## src/rtl/tbt_pkg.sv

```systemverilog
package tbt_pkg;
  localparam int ADDR_W = 3;
  localparam logic [ADDR_W-1:0] A_DELAY  = 3'd0;
  localparam logic [ADDR_W-1:0] A_CTRL   = 3'd1;
  localparam logic [ADDR_W-1:0] A_STATUS = 3'd2;
  localparam logic [ADDR_W-1:0] A_TBLO   = 3'd3;
  localparam logic [ADDR_W-1:0] A_TBHI   = 3'd4;

  typedef struct packed {
    logic       loadDelay;
    logic       autoReload;
    logic [1:0] fitSel;
    logic [1:0] wdSel;
  } tbtCmd_t;

  typedef struct packed {
    logic pitExpire;
    logic fitRise;
    logic wdRise;
  } tbtEvt_t;
endpackage

```

## src/rtl/tbt_datapath.sv

```systemverilog
module tbt_datapath
  import tbt_pkg::*;
#(
  parameter int TB_W = 64,
  parameter int CNT_W = 32,
  parameter int FIT_POS [4] = '{4, 6, 8, 10},
  parameter int WD_POS [4] = '{10, 12, 14, 16}
) (
  input  logic             clk,
  input  logic             rst,
  input  logic             tbInc,
  input  tbtCmd_t          cmd,
  input  logic [CNT_W-1:0] delayVal,
  output logic [TB_W-1:0]  timeBase,
  output logic [CNT_W-1:0] count,
  output tbtEvt_t          evt
);
  localparam logic [CNT_W-1:0] ONE = CNT_W'(1);

  logic [TB_W-1:0]  tbNext;
  logic [CNT_W-1:0] reloadVal;
  logic [3:0]       fitCand, wdCand;
  logic             atOne;

  assign tbNext = timeBase + TB_W'(1);
  assign atOne  = (count == ONE);

  for (genvar g = 0; g < 4; g++) begin : g_edge
    assign fitCand[g] = ~timeBase[FIT_POS[g]] & tbNext[FIT_POS[g]];
    assign wdCand[g]  = ~timeBase[WD_POS[g]] & tbNext[WD_POS[g]];
  end

  always_comb begin
    evt.pitExpire = tbInc && !cmd.loadDelay && atOne;
    evt.fitRise   = tbInc && fitCand[cmd.fitSel];
    evt.wdRise    = tbInc && wdCand[cmd.wdSel];
  end

  always_ff @(posedge clk) begin
    if (rst) begin
      timeBase <= '0;
    end else if (tbInc) begin
      timeBase <= tbNext;
    end
  end

  always_ff @(posedge clk) begin
    if (rst) begin
      count     <= '0;
      reloadVal <= '0;
    end else if (cmd.loadDelay) begin
      count     <= delayVal;
      reloadVal <= delayVal;
    end else if (tbInc && count != '0) begin
      if (atOne) count <= cmd.autoReload ? reloadVal : '0;
      else       count <= count - ONE;
    end
  end

  AST_TB_HOLD: assert property (@(posedge clk) disable iff (rst)
    !tbInc |=> timeBase == $past(timeBase));
  AST_CNT_STEP: assert property (@(posedge clk) disable iff (rst)
    (tbInc && !cmd.loadDelay && count > ONE) |=> count == $past(count) - ONE);
  AST_ZERO_STAY: assert property (@(posedge clk) disable iff (rst)
    (!cmd.loadDelay && count == '0) |=> count == '0);
  AST_STOP_AT_ZERO: assert property (@(posedge clk) disable iff (rst)
    (evt.pitExpire && !cmd.autoReload) |=> count == '0);
  AST_RELOAD: assert property (@(posedge clk) disable iff (rst)
    (evt.pitExpire && cmd.autoReload) |=> count == reloadVal);
endmodule

```

## src/rtl/tbt_ctrl.sv

```systemverilog
module tbt_ctrl
  import tbt_pkg::*;
#(
  parameter int TB_W = 64,
  parameter int CNT_W = 32,
  parameter int DATA_W = 32
) (
  input  logic              clk,
  input  logic              rst,
  input  logic              wrEn,
  input  logic [ADDR_W-1:0] wrAddr,
  input  logic [DATA_W-1:0] wrData,
  input  logic [ADDR_W-1:0] rdAddr,
  output logic [DATA_W-1:0] rdData,
  input  tbtEvt_t           evt,
  input  logic [CNT_W-1:0]  count,
  input  logic [TB_W-1:0]   timeBase,
  output tbtCmd_t           cmd,
  output logic [CNT_W-1:0]  delayVal,
  output logic              pitIrq,
  output logic              fitIrq,
  output logic              wdResetReq,
  output logic [1:0]        wdResetType
);
  localparam int CTRL_W = 10;
  localparam int ST_W = 3;

  logic [CTRL_W-1:0] ctrlReg;
  logic [ST_W-1:0]   statusReg, statusSet, statusClr;

  assign cmd.loadDelay  = wrEn && wrAddr == A_DELAY;
  assign cmd.autoReload = ctrlReg[1];
  assign cmd.fitSel     = ctrlReg[4:3];
  assign cmd.wdSel      = ctrlReg[7:6];
  assign delayVal       = wrData[CNT_W-1:0];

  assign statusSet = {evt.wdRise, evt.fitRise, evt.pitExpire};
  assign statusClr = (wrEn && wrAddr == A_STATUS) ? wrData[ST_W-1:0] : '0;

  always_ff @(posedge clk) begin
    if (rst) begin
      ctrlReg   <= '0;
      statusReg <= '0;
    end else begin
      if (wrEn && wrAddr == A_CTRL) ctrlReg <= wrData[CTRL_W-1:0];
      statusReg <= (statusReg & ~statusClr) | statusSet;
    end
  end

  assign pitIrq      = statusReg[0] & ctrlReg[0];
  assign fitIrq      = statusReg[1] & ctrlReg[2];
  assign wdResetReq  = statusReg[2] & ctrlReg[5];
  assign wdResetType = ctrlReg[9:8];

  always_comb begin
    unique case (rdAddr)
      A_DELAY:  rdData = DATA_W'(count);
      A_CTRL:   rdData = DATA_W'(ctrlReg);
      A_STATUS: rdData = DATA_W'(statusReg);
      A_TBLO:   rdData = timeBase[DATA_W-1:0];
      A_TBHI:   rdData = timeBase[TB_W-1:DATA_W];
      default:  rdData = '0;
    endcase
  end

  AST_STATUS_STICKY: assert property (@(posedge clk) disable iff (rst)
    (statusReg[0] && !statusClr[0]) |=> statusReg[0]);
  AST_SET_WINS: assert property (@(posedge clk) disable iff (rst)
    evt.pitExpire |=> statusReg[0]);
  AST_FIT_FROM_EDGE: assert property (@(posedge clk) disable iff (rst)
    $rose(statusReg[1]) |-> $past(evt.fitRise));
  AST_WD_FROM_EDGE: assert property (@(posedge clk) disable iff (rst)
    $rose(statusReg[2]) |-> $past(evt.wdRise));
endmodule

```

## src/rtl/timebase_timers.sv

```systemverilog
module timebase_timers
  import tbt_pkg::*;
#(
  parameter int TB_W = 64,
  parameter int CNT_W = 32,
  parameter int DATA_W = 32
) (
  input  logic              clk,
  input  logic              rst,
  input  logic              tbInc,
  input  logic              wrEn,
  input  logic [ADDR_W-1:0] wrAddr,
  input  logic [DATA_W-1:0] wrData,
  input  logic [ADDR_W-1:0] rdAddr,
  output logic [DATA_W-1:0] rdData,
  output logic              pitIrq,
  output logic              fitIrq,
  output logic              wdResetReq,
  output logic [1:0]        wdResetType
);
  tbtCmd_t          cmd;
  tbtEvt_t          evt;
  logic [CNT_W-1:0] delayVal, count;
  logic [TB_W-1:0]  timeBase;

  tbt_datapath #(.TB_W(TB_W), .CNT_W(CNT_W)) uDp (
    .clk(clk), .rst(rst), .tbInc(tbInc), .cmd(cmd), .delayVal(delayVal),
    .timeBase(timeBase), .count(count), .evt(evt)
  );

  tbt_ctrl #(.TB_W(TB_W), .CNT_W(CNT_W), .DATA_W(DATA_W)) uCtrl (
    .clk(clk), .rst(rst), .wrEn(wrEn), .wrAddr(wrAddr), .wrData(wrData),
    .rdAddr(rdAddr), .rdData(rdData), .evt(evt), .count(count),
    .timeBase(timeBase), .cmd(cmd), .delayVal(delayVal), .pitIrq(pitIrq),
    .fitIrq(fitIrq), .wdResetReq(wdResetReq), .wdResetType(wdResetType)
  );
endmodule

```

## config.mk

```make
export PLATFORM = sky130hd
export DESIGN_NAME = timebase_timers
export DESIGN_NICKNAME = d
export VERILOG_FILES = /design/src/rtl/tbt_pkg.sv /design/src/rtl/tbt_datapath.sv /design/src/rtl/tbt_ctrl.sv /design/src/rtl/timebase_timers.sv
export SDC_FILE = /design/constraint.sdc
export NUM_CORES = 1
export LEC_CHECK = 0
export ABC_AREA = 1
export BUFFER_PORTS_ARGS = -buffer_cell sky130_fd_sc_hd__buf_2
export CORE_MARGIN = 4
export CORE_UTILIZATION = 35
export CTS_BUF_LIST = sky130_fd_sc_hd__clkbuf_4 sky130_fd_sc_hd__clkbuf_8 sky130_fd_sc_hd__clkbuf_16
export DETAILED_ROUTE_END_ITERATION = 10
export SYNTH_ARGS = -nofsm -noshare
export SYNTH_HDL_FRONTEND = slang
export SYNTH_HIERARCHICAL = 1
export SYNTH_SLANG_ARGS = --single-unit
```

## constraint.sdc

```tcl
create_clock -name clk -period 2.3 [get_ports clk]
set_input_delay 0.115 -clock clk [delete_from_list [all_inputs] [get_ports clk]]
set_output_delay 0.115 -clock clk [all_outputs]
set_load 0.05 [all_outputs]
```

### After elaboration in Yosys (flattened, before gate mapping)

Cells that the tools add are included.

| storage, ports and cells | value |
|---|---|
| bits in registers | 141 |
| input bits | 42 |
| output and inout port bits | 37 |
| logic and storage cells | 59 |

| cells by class | value |
|---|---|
| $add $sub $neg | 2 |
| order comparisons | 2 |
| eq/ne operators | 7 |
| mux-type cells | 10 |
| bitwise gates (word level) | 20 |
| reduce and logical (&&, ||, !) cells | 13 |

Operators by type and width:

| operator | count |
|---|---|
| $pmux 32 s5 | 1 |
| $mux 32 | 4 |
| $add 64x1->64 const B | 1 |
| $eq 32x1->1 const B | 1 |
| $reduce_bool 32->1 | 1 |
| $sub 32x1->32 const B | 1 |
| $and 1x1->1 | 10 |
| $eq 3x2->1 const B | 3 |
| $logic_and 1x1->1 | 8 |
| $not 1->1 | 7 |
| $eq 3x1->1 const B | 2 |
| $logic_not 3->1 | 2 |
| $lt 2x3->1 const B | 2 |
| $bmux 1 s2 | 2 |
| $and 3x3->3 | 1 |
| $eq 3x3->1 const B | 1 |
| $mux 3 | 1 |
| $not 3->3 | 1 |
| $or 3x3->3 | 1 |
| $mux 1 | 2 |
| $reduce_bool 2->1 | 1 |
| $logic_not 1->1 | 1 |

### Longest topological paths before layout

Gate-level depths: netlist of the first run.

| depth | value |
|---|---|
| word-level depth | 6 |
| mapped depth | 13 |
| mapped depth without buffers | 13 |

### By module

The synthesis of the first run kept the hierarchy.

Modules (own cells, without submodules):

| module | instances | cells an instance | area each (µm²) | sequential area each (µm²) |
|---|---|---|---|---|
| tbt_datapath | 1 | 1198 | 7647.3 | 2562.5 |
| tbt_ctrl | 1 | 280 | 1531.5 | 260.2 |

### Least setup slack after synthesis of the first run

OpenSTA, ideal clock, no wires.

| timing path | value |
|---|---|
| kind | reg2reg |
| from | reg uDp.timeBase[0] |
| to | reg uCtrl.statusReg[2] |
| library setup time | 70 ps |
| data arrival time | 1756 ps |
| data required time | 2230 ps |
| setup slack | 473 ps |
| stages on the path, launching flop included | 13 |
| path buffers | 0 |
| clock period less this slack | 1827 ps |
| path through | dfxtp_1 -> ha_1 -> nand3_1 -> nor2_4 -> inv_2 -> nor2_1 -> nand2_1 -> inv_1 -> ha_1 -> mux2i_1 -> a221oi_1 -> inv_1 -> a21oi_1 |

RTL lines:

| what | line | text |
|---|---|---|
| start: declaration | tbt_datapath.sv:14 | `output logic [TB_W-1:0] timeBase,` |
| start signal: assignment | tbt_datapath.sv:43 | `timeBase <= tbNext;` |
| end signal: assignment | tbt_ctrl.sv:46 | `statusReg <= (statusReg & ~statusClr) \| statusSet;` |
| end: declaration | tbt_ctrl.sv:29 | `logic [ST_W-1:0] statusReg, statusSet, statusClr;` |

### Final worst setup path of the first run

| timing path | value |
|---|---|
| from | reg uDp.timeBase[34] |
| to | reg uDp.timeBase[54] |

| on the way | value |
|---|---|
| word-level cells in the longest chain between the ends | 1 |

Ends and longest elaborated chain:

| what | line | text |
|---|---|---|
| $add 64x1->64 | tbt_datapath.sv:25 | `assign tbNext = timeBase + TB_W'(1);` |

Every way passes these cells.
A chain may end at the register's enable or synchronous reset.

==> results.toml, run 1 <==
[timing]
final.setup.worst_slack_ns = 0.218
fin_crit_sh_pct = 90.5
fin_setup_tns_ns = 0
clock_skew_ns = 0.0138
setup_violations = 0
slew_headroom_pct = 55.1
rsz0062_at_grt = "false"
fmax_mhz = 480
hold_violations = 0
max_slew.worst_pin.slew_ns = 0.671
maxSlewViolCount = 0
min_period_ns = 2.08

[worst_setup_path]
crit_type = "register to register"
r2r_cells = 9
path_cells = "nand2_1 > nor2_1 > nand2_1 > inv_1 > nand4_1 > nor2_1 > nand3_1 > xor2_1 > nor2_1"
critPathRequiredTime_ns = 2.61
crit_fanout = 6
cp_data_arrival_time_ns = 2.39
path_buf_inv = 1
crit_path_end_kind = "register"
start_kind = "register"
cpLargestDelayFamily = "simple AND/OR/NAND/NOR gates"
slowest_delay_ns = 0.48
cp.depth = 9
cp_slowest_cell = "dfxtp_1"
crit_top_cell = "nor2_1"

[floorplanning]
io_pins = 79
die_y_microns = 170
rows = 59
start_util_pct = 35.4
core_sq_mm = 0.0259
chipWidth_microns = 170
die_area_sq_mm = 0.0289

[route]
firstDrtPassIters = 5
drtIter0Drc = 975
vias = 9712
drc = 0
routed_wirelength_mm = 31.6
antenna_left = 0
vias_per_cell = 5.13
routedWlPerCell_microns = 16.7

[pwr]
p_int_mw = 4.35
p_comb_share_pct = 15.0
p_switching_mw = 1.92
pwr-share-seq_pct = 41.9
p_clk_share_pct = 43.0
ir_worst_vdd_mv = 0.356
switching_share_pct = 30.6
powerDensity_mw_per_mm2 = 593
p_leak_nw = 4.64

[grt]
track_usage_pct = 21.5
grt_max_degree = 69
grtUsageMet3_pct = 3.25
grt_use_met1_pct = 28.9
grt_pass1_wl_mm = 49.4
antenna_found_initial = 0
busiest_layer = "met2"
grt_use_met2_pct = 33.6
grt_overflow = 0
grt_pass1_vias = 9239

[logic_synthesis]
ys.flop_type = "dfxtp_1"
yosys.area.top_type = "dfxtp_1"
netlist.area_leader.share_pct = 30.8
synth.most_common_cell = "nand2_1"
ys_types = 47
synth_common_cells = "431 x nand2_1, 195 x nor2_1, 152 x inv_1"
syn_area_per_cell_sq_um = 6.21
syn_area_sq_mm = 0.00918
synthCells = 1478
synthArstFlopShare_pct = 0
synth.area.top_cells = "dfxtp_1 31%, nand2_1 18%, nor2_1 8.0%, inv_1 6.2%, a21oi_1 5.2%"
yosys_warnings = 6
synth_edf_count = 0
mappedNetlistNets = 1531
ys_seq_area_share_pct = 30.8
ys_ff_latch = 141

[clock_tree]
clockRootBuffer = "clkbuf_16"
numCtsBuffers = 17
cts.path.max_buffers = 2
htreeDepth = 4
cts_tree = "yes"
cts_resized = 0
clk_latency_ns = 0.43
cts_sinks = 141
clkTransAtPathRegs_ns = 0.07

[job]
maxCapViolations = 0

[worst_hold_path]
hold_depth = 4
min_path_type = "primary input to register"

[final_layout]
area_growth_pct = 15.2
antenna_cells = 0
drive_gt1_share_pct = 13.2
nets = 1599
final_area_sq_mm = 0.0106

[place]
place.gp.congestion = 0.979
place_area_sq_mm = 0.00969
io_buffers = 78
dpl_worst_slack_ns = 0.279
dp_hpwl_mm = 23.6

[run_status]
outcome = "finished, final reports clean"
## repair_timing
| action | CTS | global route |
|---|---|---|
| setup buffers | 0 | 0 |
| endpoints found under the hold margin | 40 | 0 |
| hold buffers | 32 | 0 |
## path summary, 6_finish.rpt
check | from | end | slack [ns]
min reg2reg | uDp/reloadVal[14] | uDp/reloadVal[14] | 0.47
min | wrAddr[1] | uCtrl/statusReg[0] | 0.11
max | uDp/timeBase[34] | uDp/timeBase[54] | 0.22
max reg2reg | uDp/timeBase[34] | uDp/timeBase[54] | 0.22
## layout make-up
| class | count | area, sq um |
|---|---|---|
| Clock inverter | 14 | 136 |
| Fill cell | 2824 | 15300 |
| Sequential cell | 141 | 2820 |
| Clock buffer | 17 | 425 |
| Inverter | 163 | 612 |
| Multi-Input combinational cell | 1089 | 5230 |
| Tap cell | 335 | 419 |
| Timing Repair Buffer | 134 | 928 |
## cells by family (layout without fill, tap and decap cells)
group | after synthesis | in the layout | synth area share [%]
AOI/OAI and AO/OA | 190 | 190 | 11.5
xor gates and xnor gates | 24 | 24 | 2.29
adders and majority gates | 11 | 11 | 1.50
buffers and inverters | 248 | 328 | 12.3
DFF | 141 | 141 | 30.8
muxes | 2 | 2 | 0.218
and+or+nand+nor | 862 | 862 | 41.4
## stage by stage
step / cells / util (%) / total power [mW] / hold slack [ns]
finish: 1893 / 40.8 / 6.27 / 0.114
global route: 1893 / 40.8 / 6.52 / 0.127
CTS: 1893 / 40.8 / 6.31 / 0.104
detailed placement: 1830 / 37.4 / 3.57 / 0.401
global placement: 1830 / 37.4 / 3.56 / 0.391
floorplan: 1478 / - / 3.34 / 0.184
## per-layer routing
metal | vias to the layer above | routed length, microns
met5 | - | 0
met4 | 0 | 1540
met3 | 85 | 1650
met2 | 362 | 13800
met1 | 4426 | 14600
li1 | 4839 | -
## flip-flops by register name (all words and copies together) (netlist names)
name,count
uDp/reloadVal,32
uCtrl/ctrlReg,10
uDp/timeBase,64
uDp/count,32
uCtrl/statusReg,3
## worst min-delay path: cells and delay by family
family          cells  cell delay [ns]
simple gates        2             0.19
compound gates      1             0.05
buf+inv             1             0.13
## cell usage in the layout (no fill, tap or decap), drive strengths merged, types with 7 or more instances in the layout
master         n
nor3          44
clkbuf        17
xnor2          8
ha            11
nor3b          7
o21ai         70
nand3         95
xor2          16
buf          102
nand2        443
nand4         38
dlygate4sd3   32
inv          167
nor2         225
a21oi         96
dfxtp        141
## power by group through the flow
stage / clock network, mW / registers [mW] / logic, mW
4_1_cts: 2.74 / 2.63 / 0.938
3_3_place_gp: 0 / 2.68 / 0.882
5_1_grt: 2.83 / 2.64 / 1.05
3_5_place_dp: 0 / 2.68 / 0.888
2_1_floorplan: 0 / 2.64 / 0.693
6_report: 2.70 / 2.63 / 0.943
Note: power is estimated with default switching activity, not from simulation.
==> run 2, diff against run 1 <==
--- a/config.mk
+++ b/config.mk
@@ -7,7 +7,7 @@
 export LEC_CHECK = 0
 export ABC_AREA = 1
 export BUFFER_PORTS_ARGS = -buffer_cell sky130_fd_sc_hd__buf_2
-export CORE_MARGIN = 4
+export CORE_MARGIN = 8
 export CORE_UTILIZATION = 35
 export CTS_BUF_LIST = sky130_fd_sc_hd__clkbuf_4 sky130_fd_sc_hd__clkbuf_8 sky130_fd_sc_hd__clkbuf_16
 export DETAILED_ROUTE_END_ITERATION = 10
==> run 2 against run 1 <==
  * Sequential power about the same
  * Worst setup slack improved by 0.0079 ns
  * Fmax up 0.38%
  * Sequential cell count did not move
  * Power increased by 8.2%
  * Clock skew shrank 0.0048 ns
  * Global-route usage shrank 1.3 points
  * First-iteration DRC count down 18%
  * Combinational power decreased by 1%
  * Hold slack got worse by 0.10 ns
  * Critical path type unchanged
  * Largest cell class unchanged
  * Highest routed layer unchanged
==> results.toml, run 2 (synthesized netlist as in run 1, its figures left out) <==
[worst_setup_path]
cp_data_arrival_time_ns = 2.42
crit_fanout = 5
r2r-start = "uDp/timeBase[0]"
crit_path_end_kind = "register"
path_cells = "ha_1 > nand3_1 > nor2_4 > inv_2 > nor2_1 > nand2_1 > inv_1 > ha_1 > mux2i_1 > a221oi_1 > inv_1 > a21oi_1"
cp_slowest_cell = "dfxtp_1"
crit_type = "register to register"
start_kind = "register"
reg2reg_to = "uCtrl/statusReg[2]"
critPathRequiredTime_ns = 2.65
critPathLaunch = "uDp/timeBase[0]"
slowest_delay_ns = 0.38
r2r_cells = 12
r2r_setup_slack_ns = 0.23

[floorplanning]
core_sq_mm = 0.0259
start_util_pct = 35.4
rows = 59
io_pins = 79
die_y_microns = 178
chipWidth_microns = 178
die_area_sq_mm = 0.0317

[route]
vias_per_cell = 5.12
drtIter0Drc = 797
drc = 0
antenna_left = 0
firstDrtPassIters = 5
vias = 9709
routedWlPerCell_microns = 16.8
routed_wirelength_mm = 31.9

[clock_tree]
htreeDepth = 4
cts_resized = 0
cts_sinks = 141
clockRootBuffer = "clkbuf_16"
clkTransAtPathRegs_ns = 0.06
numCtsBuffers = 17
cts_tree = "yes"
clk_latency_ns = 0.43
cts.path.max_buffers = 2

[final_layout]
final_area_sq_mm = 0.0107
nets = 1604
reg_top3 = "uDp/timeBase: 64 flops, uDp/count: 32 flops, uDp/reloadVal: 32 flops"
area_growth_pct = 16.5
top_register = "uDp/timeBase"
largest_reg_flops = 64
final_cells = 1898
drive_gt1_share_pct = 13.6
final_util_pct = 41.3
nFillCells = 2772
antenna_cells = 0
final_common_cell = "nand2_1"
most-common-layout-cells = "431 x nand2_1, 195 x nor2_1, 152 x inv_1"

[worst_hold_path]
hold_depth = 3
min_path_type = "primary input to register"
holdPathEnd = "uDp/reloadVal[29]"
hold_start = "wrData[29]"

[timing]
hold_violations = 0
setup_violations = 0
clock_skew_ns = 0.00898
fmax_mhz = 482
maxSlewViolCount = 0
fin_setup_tns_ns = 0
max_slew.worst_pin.slew_ns = 0.873
rsz0062_at_grt = "false"
slew_headroom_pct = 41.8
fin_crit_sh_pct = 90.2
holdWs_ns = 0.0114
min_period_ns = 2.07
final.setup.worst_slack_ns = 0.226

[place]
dp_hpwl_mm = 24.0
place.gp.congestion = 0.950
dp_cells = 1836
dpl_worst_slack_ns = 0.227
place_area_sq_mm = 0.00971
io_buffers = 78

[grt]
grt_pass1_wl_mm = 50.1
grt_max_degree = 74
grt_pass1_vias = 9120
grt_overflow = 0
antenna_found_initial = 0
track_usage_pct = 20.2

[pwr]
power.total_mw = 6.78
p_leak_nw = 4.72
powerDensity_mw_per_mm2 = 634
ir_worst_vdd_mv = 0.456

[job]
maxCapViolations = 0

[run_status]
outcome = "finished, final reports clean"
-- run 2: changes by cell type in the layout (fill, tap and decap cells not counted) --
cell           before  now
dlygate4sd3_1      32   31
inv_6               5    2
buf_4              21   29
bufinv_16           1    6
clkinvlp_4          3    1
buf_12              3    1
clkbuf_8            0    1
clkinv_4            4    3
-- run 2: layout make-up --
class / instances / area, sq um / share of cell area, %
Multi-Input combinational cell: 1089 / 5230 / 48.9
Clock buffer: 18 / 439 / 4.11
Clock inverter: 13 / 236 / 2.21
Tap cell: 335 / 419 / 3.92
Inverter: 163 / 612 / 5.72
Sequential cell: 141 / 2820 / 26.4
Timing Repair Buffer: 139 / 938 / 8.77
-- run 2: critical path: cells and delay by family (launching register included) --
family                   cells  cell delay [ns]
flip-flops                   1             0.38
multiplexers                 1             0.06
AO/OA/AOI/OAI                2             0.41
AND/OR/NAND/NOR              4             0.60
buffers and inverters        3             0.21
adder cells (fa/ha/maj)      2             0.34
-- run 2: worst max-delay path by stage --
stage / endpoint / slack, ns
floorplan: uCtrl/statusReg[2] / 0.47
global placement: uCtrl/statusReg[2] / 0.33
detailed placement: uCtrl/statusReg[2] / 0.23
CTS: uCtrl/statusReg[2] / 0.22
global route: uCtrl/statusReg[2] / 0.02
finish: uCtrl/statusReg[2] / 0.23
-- run 2: repair_timing --
item / CTS / global route
hold endpoints to repair: 38 / 0
setup endpoints to repair: 0 / 0
hold buffers: 31 / 0
setup buffers: 0 / 0
-- run 2: per-layer routing --
| metal | GRT usage, % | share of wire, % | vias to the layer above |
|---|---|---|---|
| met5 | 0 | 0 | - |
| met4 | 8.20 | 3.1 | 0 |
| met3 | 3.36 | 6.0 | 59 |
| met2 | 32.5 | 46 | 346 |
| met1 | 26.4 | 45 | 4450 |
| li1 | - | - | 4854 |
-- run 2: power by group --
part | switching, mW | internal, mW | total (mW)
sequential | 0.109 | 2.52 | 2.63
combinational | 0.611 | 0.322 | 0.933
clock | 1.15 | 2.07 | 3.22
